### src/rtl/cnsl_pkg.sv
package cnsl_pkg;
  localparam int unsigned BUS_W = 8;
  localparam logic [BUS_W-1:0] OFS_CTRL   = 8'h80;
  localparam logic [BUS_W-1:0] OFS_DATA   = 8'hC0;
  localparam logic [BUS_W-1:0] CMD_TX_ACK = 8'h28;
  localparam logic [BUS_W-1:0] PTR_ISRC   = 8'h03;
  localparam logic [BUS_W-1:0] ISRC_TX    = 8'h10;
  localparam logic [BUS_W-1:0] ISRC_RX    = 8'h20;
  localparam logic [BUS_W-1:0] LSTAT_BASE = 8'h04;
endpackage

### src/rtl/cnsl_rx_fifo.sv
module cnsl_rx_fifo #(
  parameter int unsigned DW    = 8,
  parameter int unsigned DEPTH = 4,
  localparam int unsigned AW   = (DEPTH > 1) ? $clog2(DEPTH) : 1,
  localparam int unsigned CW   = $clog2(DEPTH + 1)
) (
  input  logic          clk_i,
  input  logic          rst_ni,
  input  logic          push_i,
  input  logic [DW-1:0] push_data_i,
  input  logic          pop_i,
  output logic [DW-1:0] head_o,
  output logic [CW-1:0] count_o,
  output logic          drop_o
);
  logic [DW-1:0] mem_q [DEPTH];
  logic [AW-1:0] wr_ptr_q, rd_ptr_q;
  logic [CW-1:0] cnt_q;
  logic          empty, full, do_pop, do_push;

  function automatic logic [AW-1:0] nxt(input logic [AW-1:0] p);
    return (p == AW'(DEPTH - 1)) ? '0 : p + AW'(1);
  endfunction

  assign empty   = (cnt_q == '0);
  assign full    = (cnt_q == CW'(DEPTH));
  assign do_pop  = pop_i && !empty;
  assign do_push = push_i && (!full || do_pop);
  assign drop_o  = push_i && !do_push;
  assign head_o  = mem_q[rd_ptr_q];
  assign count_o = cnt_q;

  always_ff @(posedge clk_i or negedge rst_ni) begin
    if (!rst_ni) begin
      wr_ptr_q <= '0;
      rd_ptr_q <= '0;
      cnt_q    <= '0;
    end else begin
      if (do_push) wr_ptr_q <= nxt(wr_ptr_q);
      if (do_pop)  rd_ptr_q <= nxt(rd_ptr_q);
      case ({do_push, do_pop})
        2'b10:   cnt_q <= cnt_q + CW'(1);
        2'b01:   cnt_q <= cnt_q - CW'(1);
        default: cnt_q <= cnt_q;
      endcase
    end
  end

  for (genvar i = 0; i < DEPTH; i++) begin : g_slot
    always_ff @(posedge clk_i or negedge rst_ni) begin
      if (!rst_ni) mem_q[i] <= '0;
      else if (do_push && wr_ptr_q == AW'(i)) mem_q[i] <= push_data_i;
    end
  end
endmodule

### src/rtl/cnsl_pend_ctrl.sv
module cnsl_pend_ctrl (
  input  logic clk_i,
  input  logic rst_ni,
  input  logic tx_set_i,
  input  logic tx_ack_i,
  input  logic rx_set_i,
  input  logic rx_clr_i,
  output logic tx_pend_o,
  output logic rx_pend_o,
  output logic irq_o,
  output logic ack_err_o
);
  logic tx_q, rx_q, irq_q;

  assign ack_err_o = tx_ack_i && !tx_q;

  // set events win over clear events in the same cycle
  always_ff @(posedge clk_i or negedge rst_ni) begin
    if (!rst_ni) begin
      tx_q  <= 1'b0;
      rx_q  <= 1'b0;
      irq_q <= 1'b0;
    end else begin
      if (tx_set_i)      tx_q <= 1'b1;
      else if (tx_ack_i) tx_q <= 1'b0;
      if (rx_set_i)      rx_q <= 1'b1;
      else if (rx_clr_i) rx_q <= 1'b0;
      if (tx_set_i || rx_set_i)      irq_q <= 1'b1;
      else if (tx_ack_i || rx_clr_i) irq_q <= 1'b0;
    end
  end

  assign tx_pend_o = tx_q;
  assign rx_pend_o = rx_q;
  assign irq_o     = irq_q;
endmodule

### src/rtl/cnsl_rd_mux.sv
module cnsl_rd_mux
  import cnsl_pkg::*;
(
  input  logic [BUS_W-1:0] addr_i,
  input  logic [BUS_W-1:0] ptr_i,
  input  logic             tx_pend_i,
  input  logic             rx_pend_i,
  input  logic             fifo_empty_i,
  input  logic [BUS_W-1:0] fifo_head_i,
  output logic [BUS_W-1:0] rdata_o
);
  logic [BUS_W-1:0] stat;

  always_comb begin
    if (ptr_i == PTR_ISRC) begin
      if (tx_pend_i)      stat = ISRC_TX;
      else if (rx_pend_i) stat = ISRC_RX;
      else                stat = '0;
    end else begin
      stat = LSTAT_BASE | {{(BUS_W-1){1'b0}}, rx_pend_i};
    end
  end

  always_comb begin
    unique case (addr_i)
      OFS_CTRL: rdata_o = stat;
      OFS_DATA: rdata_o = fifo_empty_i ? '0 : fifo_head_i;
      default:  rdata_o = '0;
    endcase
  end
endmodule

### src/rtl/console_port_ctrl.sv
module console_port_ctrl
  import cnsl_pkg::*;
#(
  parameter int unsigned RX_DEPTH = 4,
  localparam int unsigned CNT_W   = $clog2(RX_DEPTH + 1)
) (
  input  logic       clk_i,
  input  logic       rst_ni,
  input  logic [7:0] addr_i,
  input  logic       wr_i,
  input  logic [7:0] wdata_i,
  input  logic       rd_i,
  output logic [7:0] rdata_o,
  input  logic       rx_valid_i,
  input  logic [7:0] rx_data_i,
  output logic       tx_valid_o,
  output logic [7:0] tx_data_o,
  output logic       irq_o,
  output logic       err_o
);
  logic [BUS_W-1:0] ptr_q, rd_val, fifo_head;
  logic [CNT_W-1:0] rx_cnt;
  logic             wr_ctrl, wr_data, rd_ctrl, rd_data;
  logic             tx_ack, rx_clr, fifo_empty, fifo_drop;
  logic             tx_pend, rx_pend, ack_err;

  assign wr_ctrl    = wr_i && (addr_i == OFS_CTRL);
  assign wr_data    = wr_i && (addr_i == OFS_DATA);
  assign rd_ctrl    = rd_i && (addr_i == OFS_CTRL);
  assign rd_data    = rd_i && (addr_i == OFS_DATA);
  assign tx_ack     = wr_ctrl && (wdata_i == CMD_TX_ACK);
  assign fifo_empty = (rx_cnt == '0);
  // stream is empty after this read (or already was)
  assign rx_clr     = rd_data && (rx_cnt <= CNT_W'(1));

  cnsl_rx_fifo #(.DW(BUS_W), .DEPTH(RX_DEPTH)) u_fifo (
    .clk_i       (clk_i),
    .rst_ni      (rst_ni),
    .push_i      (rx_valid_i),
    .push_data_i (rx_data_i),
    .pop_i       (rd_data),
    .head_o      (fifo_head),
    .count_o     (rx_cnt),
    .drop_o      (fifo_drop)
  );

  cnsl_pend_ctrl u_pend (
    .clk_i     (clk_i),
    .rst_ni    (rst_ni),
    .tx_set_i  (wr_data),
    .tx_ack_i  (tx_ack),
    .rx_set_i  (rx_valid_i),
    .rx_clr_i  (rx_clr),
    .tx_pend_o (tx_pend),
    .rx_pend_o (rx_pend),
    .irq_o     (irq_o),
    .ack_err_o (ack_err)
  );

  cnsl_rd_mux u_mux (
    .addr_i       (addr_i),
    .ptr_i        (ptr_q),
    .tx_pend_i    (tx_pend),
    .rx_pend_i    (rx_pend),
    .fifo_empty_i (fifo_empty),
    .fifo_head_i  (fifo_head),
    .rdata_o      (rd_val)
  );

  always_ff @(posedge clk_i or negedge rst_ni) begin
    if (!rst_ni) begin
      ptr_q      <= '0;
      rdata_o    <= '0;
      tx_valid_o <= 1'b0;
      tx_data_o  <= '0;
      err_o      <= 1'b0;
    end else begin
      if (wr_ctrl)                           ptr_q <= wdata_i;
      else if (rd_ctrl && ptr_q == PTR_ISRC) ptr_q <= '0;
      rdata_o    <= rd_i ? rd_val : '0;
      tx_valid_o <= wr_data;
      if (wr_data) tx_data_o <= wdata_i;
      err_o      <= ack_err || (rd_data && fifo_empty) || fifo_drop;
    end
  end
endmodule

### config.mk
export PLATFORM = sky130hd
export DESIGN_NAME = console_port_ctrl
export DESIGN_NICKNAME = d
export VERILOG_FILES = /design/src/rtl/cnsl_pkg.sv /design/src/rtl/cnsl_rx_fifo.sv /design/src/rtl/cnsl_pend_ctrl.sv /design/src/rtl/cnsl_rd_mux.sv /design/src/rtl/console_port_ctrl.sv
export SDC_FILE = /design/constraint.sdc
export NUM_CORES = 1
export LEC_CHECK = 0
export ABC_AREA = 1
export ABC_CLOCK_PERIOD_IN_PS = 2000
export BUFFER_PORTS_ARGS = -buffer_cell sky130_fd_sc_hd__clkbuf_2
export CAP_MARGIN = 20
export CORE_MARGIN = 5
export CORE_UTILIZATION = 45
export CTS_CLUSTER_DIAMETER = 200
export CTS_CLUSTER_SIZE = 12
export DETAILED_ROUTE_END_ITERATION = 16
export PLACE_DENSITY = 0.65
export SLEW_MARGIN = 20
export SYNTH_ARGS = -nofsm -noshare
export SYNTH_HDL_FRONTEND = slang
export SYNTH_SLANG_ARGS = --single-unit
### constraint.sdc
create_clock -name clk_i -period 2 [get_ports clk_i]
set_input_delay 0.3 -clock clk_i [delete_from_list [all_inputs] [get_ports clk_i]]
set_output_delay 0.3 -clock clk_i [all_outputs]
set_load 0.02 [all_outputs]
* Yosys cells after proc, flatten, opt, wreduce, memory -nomap -nowiden
Cells that the tools add are included.
** Word-level totals
- Flip-flop bits (word level) :: 68
- Output and inout bits :: 19
- Word-level logic and storage cells :: 85
** Operators by class
- $add $sub $neg :: 4
- Order comparisons :: 2
- Equal/unequal tests :: 11
- Mux-type cells :: 20
- Bitwise gates (word level) :: 1
- Reductions and logical operators :: 32
** Operators with widths (count)
- $mux W8 :: 8
- $bmux W8 S2 :: 1
- $eq A8 B8 Y1 const B :: 2
- $logic_and A1 B1 Y1 :: 16
- $pmux W8 S2 :: 1
- $reduce_bool A2 Y1 :: 5
- $eq A2 B2 Y1 const B :: 4
- $eq A8 B2 Y1 const B :: 1
- $eq A8 B6 Y1 const B :: 1
- $mux W1 :: 6
- $mux W6 :: 1
- $pmux W3 S2 :: 1
- $logic_or A1 B1 Y1 :: 5
- $add A2 B1 Y2 const B :: 2
- $eq A2 B1 Y1 const B :: 2
- $logic_not A1 Y1 :: 4
- $mux W2 :: 2
- $add A3 B1 Y3 const B :: 1
- $eq A3 B3 Y1 const B :: 1
- $ge A3 B3 Y1 const B :: 1
- $le A3 B1 Y1 const B :: 1
- $logic_not A3 Y1 :: 1
- $not A2 Y3 :: 1
- $sub A3 B1 Y3 const B :: 1
- $logic_not A2 Y1 :: 1

* Longest topological paths before layout
Gate-level depths: netlist of run 1.
- Depth after elaboration :: 8
- Mapped depth :: 9
- Depth with buffers taken out :: 9

* Cells and area by module
From an unflattened synthesis of run 1, not the netlist that was laid out.
** Second synthesis, totals
- Cell total of the unflattened synthesis :: 401
- Area total of the unflattened synthesis :: 3335.7 um^2
** Modules (own cells, without submodules)
- cnsl_rx_fifo :: instances 1, cells an instance 210, area each 1886.8 um^2, seq. area each 975.9 um^2
- console_port_ctrl :: instances 1, cells an instance 127, area each 1094.8 um^2, seq. area each 650.6 um^2
- cnsl_rd_mux :: instances 1, cells an instance 50, area each 234.0 um^2, seq. area each 0.0 um^2
- cnsl_pend_ctrl :: instances 1, cells an instance 14, area each 120.1 um^2, seq. area each 75.1 um^2

* Worst setup path before layout of run 1
No wires, ideal clock.
- Path kind :: reg-to-reg
- From :: register u_fifo.cnt_q[0], in the netlist u_fifo.count_o[0]
- To :: register u_fifo.mem_q[6] (netlist bit)
- Setup time :: 0.120 ns
- Arrival :: 1.323 ns
- Required time :: 1.880 ns
- Setup slack :: 0.557 ns
- Cell stages (with the launch flop) :: 10
- Path buffers :: 1
- Period minus slack after synthesis :: 1.443 ns
- Cells stage by stage :: dfrtp_1 inv_1 ha_1 nand2_1 inv_1 nand2_8 nand3_4 buf_6 nand2_1 o21ai_2
** Between the ends
- Cells in the longest elaborated chain, start to end :: 6
- Elaborated cells between the ends (all ways) :: 8
- Those cells by class :: eq/ne (1); reduce/logical (7)
** Ends and longest elaborated chain
- start, declared :: line cnsl_rx_fifo.sv:18 : logic [CW-1:0] cnt_q;
- start signal, assigned :: line cnsl_rx_fifo.sv:42 : 2'b10: cnt_q <= cnt_q + CW'(1);
- start signal, assigned :: line cnsl_rx_fifo.sv:43 : 2'b01: cnt_q <= cnt_q - CW'(1);
- start signal, assigned :: line cnsl_rx_fifo.sv:44 : default: cnt_q <= cnt_q;
- $logic_not A3 Y1 :: line cnsl_rx_fifo.sv:25 : assign empty = (cnt_q == '0);
- $logic_not A1 Y1 :: line cnsl_rx_fifo.sv:27 : assign do_pop = pop_i && !empty;
- $logic_and A1 B1 Y1 :: line cnsl_rx_fifo.sv:27
- $logic_or A1 B1 Y1 * :: line cnsl_rx_fifo.sv:28 : assign do_push = push_i && (!full || do_pop);
- $logic_and A1 B1 Y1 * :: line cnsl_rx_fifo.sv:28
- $logic_and A1 B1 Y1 * :: line cnsl_rx_fifo.sv:52 : else if (do_push && wr_ptr_q == AW'(i)) mem_q[i] <= push_data_i;
- end signal, assigned by index :: line cnsl_rx_fifo.sv:52
- end, declared :: line cnsl_rx_fifo.sv:16 : logic [DW-1:0] mem_q [DEPTH];
Every way passes the cells marked *; elsewhere a longest branch is shown, timed or not.
A chain may end at the register's enable or synchronous reset.

* Worst setup path in the final report of run 1
- From :: register u_fifo.cnt_q[0], in the netlist u_fifo.count_o[0]
- To :: register u_fifo.mem_q[0] (netlist bit)
Same word-level chain as after synthesis.

==> results of run 1 <==
[sequential cells by signal (all words and copies together), names as in the netlist, 2 cells and up]
name,count
rdata_o,8
u_fifo.mem_q,32
u_fifo.count_o,3
tx_data_o,8
u_fifo.rd_ptr_q,2
u_fifo.wr_ptr_q,2
ptr_q,8
[routing by layer]
metal | GRT usage | vias up | routed length, um
met1 | 0.207 | 1173 | 3120
li1 | - | 1292 | -
met2 | 0.273 | 51 | 3190
met3 | 0.0426 | 10 | 349
met5 | 0 | - | 0
met4 | 0.0745 | 0 | 117
[Yosys cell counts (5+ instances only)]
| library cell | count |
|---|---|
| buf_2 | 5 |
| dfrtp_1 | 68 |
| o21ai_1 | 18 |
| nand3_1 | 14 |
| nand2_1 | 70 |
| inv_1 | 39 |
| nor2_1 | 36 |
| o21ai_2 | 16 |
| buf_6 | 5 |
| a21oi_1 | 6 |
| nand3_4 | 5 |
| ha_1 | 9 |
| nand4_1 | 8 |
| o21ai_0 | 32 |
| o22ai_1 | 10 |
[per-stage QoR]
stage / hold WS [ps] / util / setup slack (ps) / instance area (um^2)
floorplan: 4.41 / - / 557 / 3280
global placement: 342 / 0.501 / 368 / 3590
detailed placement: 337 / 0.501 / 362 / 3590
CTS: 246 / 0.530 / 385 / 3800
global route: 263 / 0.530 / 223 / 3800
finish: 260 / 0.530 / 383 / 3800
[layout by cell type (no fill, tap or decap)]
cell type / synthesis / routed
a21boi_0: 1 / 1
a21oi_1: 6 / 6
buf_12: 0 / 1
buf_2: 5 / 1
buf_4: 1 / 4
bufinv_16: 0 / 1
clkbuf_2: 0 / 46
clkbuf_8: 0 / 9
clkinv_2: 1 / 2
clkinv_4: 0 / 2
clkinvlp_4: 0 / 2
dfrtp_1: 68 / 68
dlygate4sd3_1: 0 / 1
ha_1: 9 / 9
inv_1: 39 / 39
inv_6: 0 / 1
nand2_1: 70 / 70
nand2_2: 2 / 2
nand2_8: 1 / 1
nand3_1: 14 / 14
nand3_2: 1 / 1
nand3_4: 5 / 5
nand3b_1: 1 / 1
nand4_1: 8 / 8
nor2_1: 36 / 36
nor2_2: 1 / 1
nor2_4: 3 / 3
nor3_1: 2 / 2
o21ai_0: 32 / 32
o21ai_1: 18 / 18
o21ai_2: 16 / 16
o22ai_1: 10 / 10
or2_2: 1 / 1
xor2_1: 2 / 2
[cell families (layout without fill, tap and decap cells)]
group / after synthesis / in the layout / synth area share
AO/OA/AOI/OAI: 83 / 83 / 0.150
flip-flops: 68 / 68 / 0.519
XOR/XNOR: 2 / 2 / 0.00534
adder cells (fa/ha/maj): 9 / 9 / 0.0344
AND/OR/NAND/NOR: 145 / 145 / 0.217
buffers and inverters: 52 / 109 / 0.0744
[what timing repair did]
item / in CTS / in global routing
setup buffers: 0 / 0
hold endpoints to repair: 24 / 0
hold buffers: 1 / 0
[final timing paths]
check                                         startpoint                            to  slack, ps  cells after the start
min reg2reg                 u_fifo.mem_q[10]$_DFFE_PN0P_  u_fifo.mem_q[10]$_DFFE_PN0P_        490                      2
max in group asynchronous                         rst_ni  u_fifo.mem_q[30]$_DFFE_PN0P_        920                      3
min                                           wdata_i[6]      tx_data_o[6]$_DFFE_PN0P_        260                      3
max                        u_fifo.count_o[0]$_DFFE_PN0P_   u_fifo.mem_q[0]$_DFFE_PN0P_        380                      8
min in group asynchronous                         rst_ni          rdata_o[5]$_DFF_PN0_        490                      2
max reg2reg                u_fifo.count_o[0]$_DFFE_PN0P_   u_fifo.mem_q[0]$_DFFE_PN0P_        380                      8
[worst max-delay path: cells and delay by family, from the launching register on]
| kind | cells | cell delay, ps |
|---|---|---|
| buffers and inverters | 2 | 210 |
| AND/OR/NAND/NOR | 4 | 580 |
| AO/OA/AOI/OAI | 1 | 60 |
| flip-flops | 1 | 420 |
| adder cells (fa/ha/maj) | 1 | 210 |
[area by class of cell]
cell class                      instances  area share
Timing Repair Buffer                   53      0.0776
Clock buffer                            9      0.0326
Clock inverter                          7      0.0201
Tap cell                               99      0.0326
Inverter                               40      0.0398
Sequential cell                        68       0.447
Multi-Input combinational cell        239       0.350
[where the power goes]
part           internal (W)  switching [W]
clock              0.000581       0.000551
combinational      0.000482       0.000733
sequential          0.00175       0.000227
==> results.json, run 1 <==
{
  "drive_above_1_share": 0.238,
  "crit_chain": "inv_1 -> ha_1 -> nand2_1 -> inv_1 -> nand2_8 -> nand3_4 -> nand2_1 -> o21ai_2",
  "cap_violations": 0,
  "clk_latency_ps": 340,
  "n_antenna_cell": 0,
  "area_delta_synth_final_pct": 16.1,
  "crit_required_ps": 2230,
  "syn_area_um2": 3280,
  "initial_core_util": 0.457,
  "gp_congestion": 0.804,
  "grt_usage": 0.167,
  "hold_class": "in2reg",
  "yosys_warnings": 0,
  "cts_root_buf": "clkbuf_8",
  "die-area_um2": 9090,
  "clk_pin_slew_ps": 80,
  "power.density_nw_per_um2": 1140,
  "io_pins": 48,
  "vias_per_cell": 4.90,
  "netlist_instances": 359,
  "stdcell_count": 515,
  "die_w_um": 95.4,
  "crit_path_end_kind": "flip-flop",
  "tns_ps": 0,
  "worstSetupStartpointType": "flip-flop",
  "ys_seq_elements": 68,
  "grt_max_degree": 35,
  "hold_violations": 0,
  "vias": 2526,
  "cts_tree": "done",
  "drt_wl_total_um": 6780,
  "core_region_area_um2": 7180,
  "status": "finished, final reports clean",
  "ys_types": 28,
  "n_fill_cell": 672,
  "crit_type": "reg2reg",
  "grt_pass1_vias": 2562,
  "worst_path_max_delay_cell": "dfrtp_1",
  "tightest_slew_ps": 597,
  "synth_area_per_cell_um2": 9.13,
  "peakVddDrop_v": 0.000447,
  "finalPower_w": 0.00432,
  "finalCritPeriodShare": 0.809,
  "seq_area_frac_synth": 0.519,
  "max_slew_margin": 0.602,
  "drtPass1Iterations": 4,
  "period_minus_slack_ps": 1620,
  "overflow": 0,
  "hpwl_um": 4930,
  "avgRoutedWirePerCell_um": 13.2,
  "slowest_delay_ps": 420,
  "die_h_um": 95.4,
  "multi_input_area_um2": 1330,
  "clockBufferDepth": 2,
  "rsz0062_at_grt": "false",
  "rows": 31,
  "drt-initial-drc-count": 104,
  "yosys.area.top_type": "dfrtp_1",
  "grt_antenna_before_repair": 0,
  "synth_top_area_frac": 0.519,
  "drv_slew": 0,
  "synth_edf_count": 0,
  "grt_pass1_wl_um": 11800,
  "port_buffers": 47,
  "cts_sinks": 68,
  "setup_viol": 0,
  "fmax_ghz": 0.618,
  "p_leak_nw": 1.91,
  "nNetsFinal": 449,
  "synthArstFlopShare": 1.00,
  "ctsResizeCount": 0,
  "synthTopCellsByArea": "dfrtp_1, nand2_1, o21ai_0, inv_1, o21ai_2",
  "synth_fp_nets": 397,
  "h-tree-depth": 3,
  "numCtsBuffers": 9,
  "cp_max_fo": 16,
  "drtAntennaViolNets": 0,
  "register_area_um2": 1700,
  "drc_errors": 0,
  "ys.flop_type": "dfrtp_1",
  "cp.arrival_ps": 1840,
  "fin_skew_ps": 6.88,
  "place_inst": 498
}
(Power assumes the default switching activity.)
==> run 2: changes to the inputs <==
--- a/config.mk
+++ b/config.mk
@@ -6,7 +6,7 @@
 export NUM_CORES = 1
 export LEC_CHECK = 0
 export ABC_AREA = 1
-export ABC_CLOCK_PERIOD_IN_PS = 2000
+export ABC_CLOCK_PERIOD_IN_PS = 1600
 export BUFFER_PORTS_ARGS = -buffer_cell sky130_fd_sc_hd__clkbuf_2
 export CAP_MARGIN = 20
 export CORE_MARGIN = 5
==> constraint.sdc (replaced) <==
create_clock -name clk_i -period 1.6 [get_ports clk_i]
set_input_delay 0.24 -clock clk_i [delete_from_list [all_inputs] [get_ports clk_i]]
set_output_delay 0.24 -clock clk_i [all_outputs]
set_load 0.02 [all_outputs]
==> run 2 against run 1 <==
Compared with the run above:
- clock power increased by 35%
- register-to-register slack worse by 270 ps
- critical endpoint is now u_fifo.mem_q[31]$_DFFE_PN0P_
- worst hold slack worse by 59 ps
- first-iteration DRC count is 7.7% higher
- global-route usage shrank 0.59 points
- largest cell class unchanged
- combinational power up 31%
- non-clock buffer count increased by 7
- final cell count grew 1.4%
- routed wire length fell by 2.7%
- sequential share of layout area down 0.96 points
==> results.json, run 2 (same netlist as run 1, synthesis figures left out) <==
{
  "status": "finished, final reports clean",
  "regMostFlops": "u_fifo.mem_q",
  "largest_reg_flops": 32,
  "fin_skew_ps": 9.74,
  "place_inst": 504,
  "layout_commonest_cell": "nand2_1",
  "place_area_um2": 3640,
  "period_minus_slack_ps": 1490,
  "area_delta_synth_final_pct": 18.6,
  "design_area_um2": 3890,
  "fmax_ghz": 0.672,
  "drtAntennaViolNets": 0,
  "peakVddDrop_v": 0.000741,
  "port_buffers": 47,
  "grt_antenna_before_repair": 0,
  "avgRoutedWirePerCell_um": 12.6,
  "clk_latency_ps": 340,
  "nNetsFinal": 456,
  "grt_usage": 0.161,
  "vias_per_cell": 4.93,
  "p_leak_nw": 1.95,
  "drive_above_1_share": 0.253,
  "clk_pin_slew_ps": 80,
  "die_w_um": 95.4,
  "drt_wl_total_um": 6600,
  "cts_tree": "done",
  "numCtsBuffers": 9,
  "crit_path_end_kind": "flip-flop",
  "max_slew_margin": 0.749,
  "overflow": 0,
  "drv_slew": 0,
  "grt_max_degree": 45,
  "setup_viol": 0,
  "io_pins": 48,
  "vias": 2571,
  "cp_max_fo": 16,
  "die_h_um": 95.4,
  "die-area_um2": 9090,
  "initial_core_util": 0.457,
  "cts_root_buf": "clkbuf_8",
  "gp_congestion": 0.823,
  "grt_pass1_wl_um": 11400,
  "finalCritPeriodShare": 0.931,
  "n_antenna_cell": 0,
  "final_cell_mix": "nand2_1, dfrtp_1, clkbuf_2",
  "core_region_area_um2": 7180,
  "cp.arrival_ps": 1710,
  "cts_sinks": 68,
  "rows": 31,
  "stdcell_count": 522,
  "clockBufferDepth": 2,
  "drc_errors": 0,
  "grt_pass1_vias": 2536,
  "holdWs_ps": 201,
  "drtPass1Iterations": 5,
  "n_fill_cell": 654,
  "tightest_slew_ps": 376,
  "crit_required_ps": 1820,
  "drt-initial-drc-count": 112,
  "h-tree-depth": 3,
  "hold_violations": 0,
  "power.density_nw_per_um2": 1430,
  "cap_violations": 0,
  "worstSetupStartpointType": "flip-flop",
  "crit_type": "reg2reg",
  "hpwl_um": 4870,
  "hold_class": "in2reg",
  "finalPower_w": 0.00557,
  "rsz0062_at_grt": "true"
}
run 2: routing by layer:
| layer | routed length (um) | GRT usage | part of all wire | vias to the layer above |
|---|---|---|---|---|
| met1 | 3080 | 0.204 | 0.47 | 1198 |
| met5 | 0 | 0 | 0 | - |
| li1 | - | - | - | 1295 |
| met2 | 3000 | 0.263 | 0.45 | 66 |
| met4 | 113 | 0.0625 | 0.017 | 0 |
| met3 | 404 | 0.0418 | 0.061 | 12 |
run 2: critical path, cell delays in order, from the launching register on:
cell and delay [ps]:
dfrtp_1 390, inv_1 90, ha_1 200, nand2_2 80
inv_2 70, nand2_8 100, nand3_4 210, nand2_1 170
o21ai_2 60
run 2: what timing repair did:
action | CTS | global route
hold buffers | 1 | 0
endpoints found under the hold margin | 14 | 0
resized for setup | 0 | 2
buffers inserted | 0 | 1
setup endpoints to repair | 0 | 33
run 2: cell type report:
class                           count  area, um^2  share of cell area
Clock inverter                      6        88.8              0.0228
Timing Repair Buffer               60         360              0.0927
Tap cell                           99         124              0.0319
Inverter                           40         151              0.0389
Sequential cell                    68        1700               0.438
Clock buffer                       10         128              0.0328
Multi-Input combinational cell    239        1340               0.343
run 2: per-stage QoR:
step	util	worst slack (ps)	TNS [ps]
finish	0.542	111	0
global route	0.542	-5.40	-5.40
CTS	0.539	35.2	0
detailed placement	0.507	52.5	0
global placement	0.507	90.0	0
floorplan	-	157	0
run 2: final timing paths:
check | from | end | slack (ps) | cells after the start
setup / recovery | u_fifo.count_o[1]$_DFFE_PN0P_ | u_fifo.mem_q[31]$_DFFE_PN0P_ | 110 | 8
hold / removal | wdata_i[5] | tx_data_o[5]$_DFFE_PN0P_ | 200 | 3
setup reg to reg | u_fifo.count_o[1]$_DFFE_PN0P_ | u_fifo.mem_q[31]$_DFFE_PN0P_ | 110 | 8
hold reg to reg | u_fifo.mem_q[6]$_DFFE_PN0P_ | u_fifo.mem_q[6]$_DFFE_PN0P_ | 480 | 2
max in group asynchronous | rst_ni | u_fifo.mem_q[29]$_DFFE_PN0P_ | 700 | 3
min in group asynchronous | rst_ni | tx_data_o[7]$_DFFE_PN0P_ | 340 | 2
run 2: report_power, final:
group	leakage, nW	switching (W)	internal [W]
combinational	1.01	0.000943	0.000633
sequential	0.839	0.000271	0.00219
clock	0.102	0.000655	0.000878
==> run 3: changes to the inputs <==
--- a/config.mk
+++ b/config.mk
@@ -6,7 +6,7 @@
 export NUM_CORES = 1
 export LEC_CHECK = 0
 export ABC_AREA = 1
-export ABC_CLOCK_PERIOD_IN_PS = 1600
+export ABC_CLOCK_PERIOD_IN_PS = 1200
 export BUFFER_PORTS_ARGS = -buffer_cell sky130_fd_sc_hd__clkbuf_2
 export CAP_MARGIN = 20
 export CORE_MARGIN = 5
@@ -14,7 +14,9 @@
 export CTS_CLUSTER_DIAMETER = 200
 export CTS_CLUSTER_SIZE = 12
 export DETAILED_ROUTE_END_ITERATION = 16
-export PLACE_DENSITY = 0.65
+export GPL_ROUTABILITY_DRIVEN = 0
+export MAX_ROUTING_LAYER = met4
+export PLACE_DENSITY = 0.68
 export SLEW_MARGIN = 20
 export SYNTH_ARGS = -nofsm -noshare
 export SYNTH_HDL_FRONTEND = slang
==> constraint.sdc (replaced) <==
create_clock -name clk_i -period 1.2 [get_ports clk_i]
set_input_delay 0.18 -clock clk_i [delete_from_list [all_inputs] [get_ports clk_i]]
set_output_delay 0.18 -clock clk_i [all_outputs]
set_load 0.02 [all_outputs]
==> run 3 against run 2 <==
Compared with the run above:
- the flow now finishes with violations (negative setup slack)
- clock skew about the same
- utilization increased by 11 points
- die area unchanged
- highest routed layer unchanged
- design area increased by 20%
- global-route usage increased by 4.0 points
- sequential power increased by 41%
==> results.json, run 3 (same netlist as run 1, synthesis figures left out) <==
{
  "avgRoutedWirePerCell_um": 15.8,
  "min_path_cells": 3,
  "min_from": "rx_data_i[0]",
  "cp_max_fo": 8,
  "place_inst": 530,
  "finalPower_w": 0.00903,
  "drt_wl_total_um": 8870,
  "fin_skew_ps": 9.43,
  "cp.depth": 8,
  "power.density_nw_per_um2": 1940,
  "h-tree-depth": 3,
  "finalCritPeriodShare": 1.11,
  "grt_pass1_wl_um": 13600,
  "drtPass1Iterations": 4,
  "drtAntennaViolNets": 0,
  "worstHoldEndpoint": "u_fifo.mem_q[24]$_DFFE_PN0P_",
  "cap_violations": 0,
  "worst_path_max_delay_cell": "dfrtp_1",
  "drc_errors": 0,
  "drt-initial-drc-count": 182,
  "hpwl_um": 5210,
  "port_buffers": 47,
  "core_region_area_um2": 7180,
  "io_pins": 48,
  "grt_antenna_before_repair": 0,
  "grt_usage": 0.201,
  "final_cell_mix": "dfrtp_1, clkbuf_2, nand2_1",
  "clockBufferDepth": 2,
  "tns_ps": -3900,
  "cts_sinks": 68,
  "rsz0062_at_grt": "true",
  "n_antenna_cell": 0,
  "drive_above_1_share": 0.519,
  "slowest_delay_ps": 370,
  "rr_startpoint": "u_fifo.count_o[1]$_DFFE_PN0P_",
  "die_h_um": 95.4,
  "rows": 31,
  "setup_viol": 52,
  "r2r-end": "u_fifo.mem_q[25]$_DFFE_PN0P_",
  "hold_class": "in2reg",
  "crit_type": "reg2reg",
  "layout_setup_ws_ps": -136,
  "clk_latency_ps": 340,
  "tightest_slew_ps": 381,
  "max_slew_margin": 0.746,
  "initial_core_util": 0.457,
  "overflow": 0,
  "crit_required_ps": 1430,
  "violations": "negative setup slack",
  "die_w_um": 95.4,
  "peakVddDrop_v": 0.000759,
  "die-area_um2": 9090,
  "stdcell_count": 561,
  "crit_chain": "inv_2 -> ha_4 -> nand2_4 -> inv_6 -> nand2_8 -> nand3_4 -> nand2_2 -> o21ai_2",
  "worstSetupStartpointType": "flip-flop",
  "reg2regPathDepth": 8,
  "holdWs_ps": 150,
  "critical_path.top_delay_family": "simple AND/OR/NAND/NOR gates",
  "vias_per_cell": 5.13,
  "largest_reg_flops": 32,
  "clk_pin_slew_ps": 70,
  "cts_tree": "done",
  "regMostFlops": "u_fifo.mem_q",
  "layout_commonest_cell": "dfrtp_1",
  "grt_max_degree": 69,
  "numCtsBuffers": 9,
  "timing.reg2reg.setup_slack_ps": -140,
  "fmax_ghz": 0.748,
  "drv_slew": 0,
  "hold_violations": 0,
  "n_fill_cell": 548,
  "cp.arrival_ps": 1570,
  "status": "finished, violations left",
  "area_delta_synth_final_pct": 42.3,
  "grt_pass1_vias": 2915,
  "period_minus_slack_ps": 1340,
  "cts_root_buf": "clkbuf_8",
  "vias": 2876,
  "p_leak_nw": 2.20,
  "worst-path-buf-inv": 2,
  "crit_path_end_kind": "flip-flop",
  "nNetsFinal": 495
}
-- run 3: changes by cell type in the layout (fill, tap and decap cells not counted), moves of 9 or more --
cell / before / now
buf_4: 10 / 34
inv_1: 38 / 29
nand2_1: 69 / 35
nand2_2: 3 / 33
nor2_1: 36 / 18
nor2_2: 1 / 10
nor2_4: 3 / 12
o21ai_0: 32 / 14
o21ai_2: 16 / 29
o22ai_1: 10 / 1
o22ai_2: 0 / 9
-- run 3: how the worst max path moves through the flow --
stage                                        startpoint                            to  slack [ps]
after floorplan           u_fifo.count_o[0]$_DFFE_PN0P_  u_fifo.mem_q[30]$_DFFE_PN0P_        -100
after global placement                        addr_i[1]   u_fifo.mem_q[1]$_DFFE_PN0P_        -130
after detailed placement  u_fifo.count_o[1]$_DFFE_PN0P_   u_fifo.mem_q[1]$_DFFE_PN0P_        -160
after CTS                 u_fifo.count_o[1]$_DFFE_PN0P_   u_fifo.mem_q[1]$_DFFE_PN0P_         -90
after global routing      u_fifo.count_o[1]$_DFFE_PN0P_   u_fifo.mem_q[2]$_DFFE_PN0P_        -180
final                     u_fifo.count_o[1]$_DFFE_PN0P_  u_fifo.mem_q[25]$_DFFE_PN0P_        -140
-- run 3: worst register-to-register path, stage by stage, from the launching register on --
cell	delay [ps]
dfrtp_1	370
inv_2	60
ha_4	170
nand2_4	80
inv_6	50
nand2_8	110
nand3_4	190
nand2_2	130
o21ai_2	60
-- run 3: metal layers --
metal | GRT usage | vias up | part of all wire | wire, um
met4 | 0.0974 | 0 | 0.023 | 204
met5 | - | - | 0 | 0
met3 | 0.0371 | 17 | 0.048 | 426
li1 | - | 1394 | - | -
met1 | 0.231 | 1378 | 0.41 | 3650
met2 | 0.337 | 87 | 0.52 | 4590
-- run 3: report_power, final --
part | switching [W] | total [W] | internal, W
clock network | 0.000903 | 0.00207 | 0.00117
registers | 0.000555 | 0.00347 | 0.00292
logic | 0.00191 | 0.00349 | 0.00157
total | 0.00337 | 0.00903 | 0.00566
-- run 3: through the flow --
stage	setup WS (ps)	area, um^2	util
2_1_floorplan	-105	3310	-
3_3_place_gp	-131	3870	0.540
3_5_place_dp	-155	3870	0.540
4_1_cts	-90.3	4320	0.602
5_1_grt	-179	4660	0.650
6_report	-136	4660	0.650
-- run 3: area by class of cell --
| class | count | area [um^2] | share of cell area |
|---|---|---|---|
| multi-input cells | 244 | 1790 | 0.384 |
| flip-flops and latches | 68 | 1700 | 0.365 |
| repair buffers | 94 | 671 | 0.144 |
| inverters | 40 | 159 | 0.0341 |
| clock buffers | 10 | 128 | 0.0274 |
| well taps | 99 | 124 | 0.0266 |
| clock inverters | 6 | 88.8 | 0.0190 |
-- run 3: what timing repair did --
action,4_1_cts,5_1_grt
buffers inserted,2,7
pin swaps,25,40
endpoints found under the setup margin,56,57
cloned,5,2
hold buffers,1,0
hold endpoints to repair,68,0
gates resized for setup,50,90
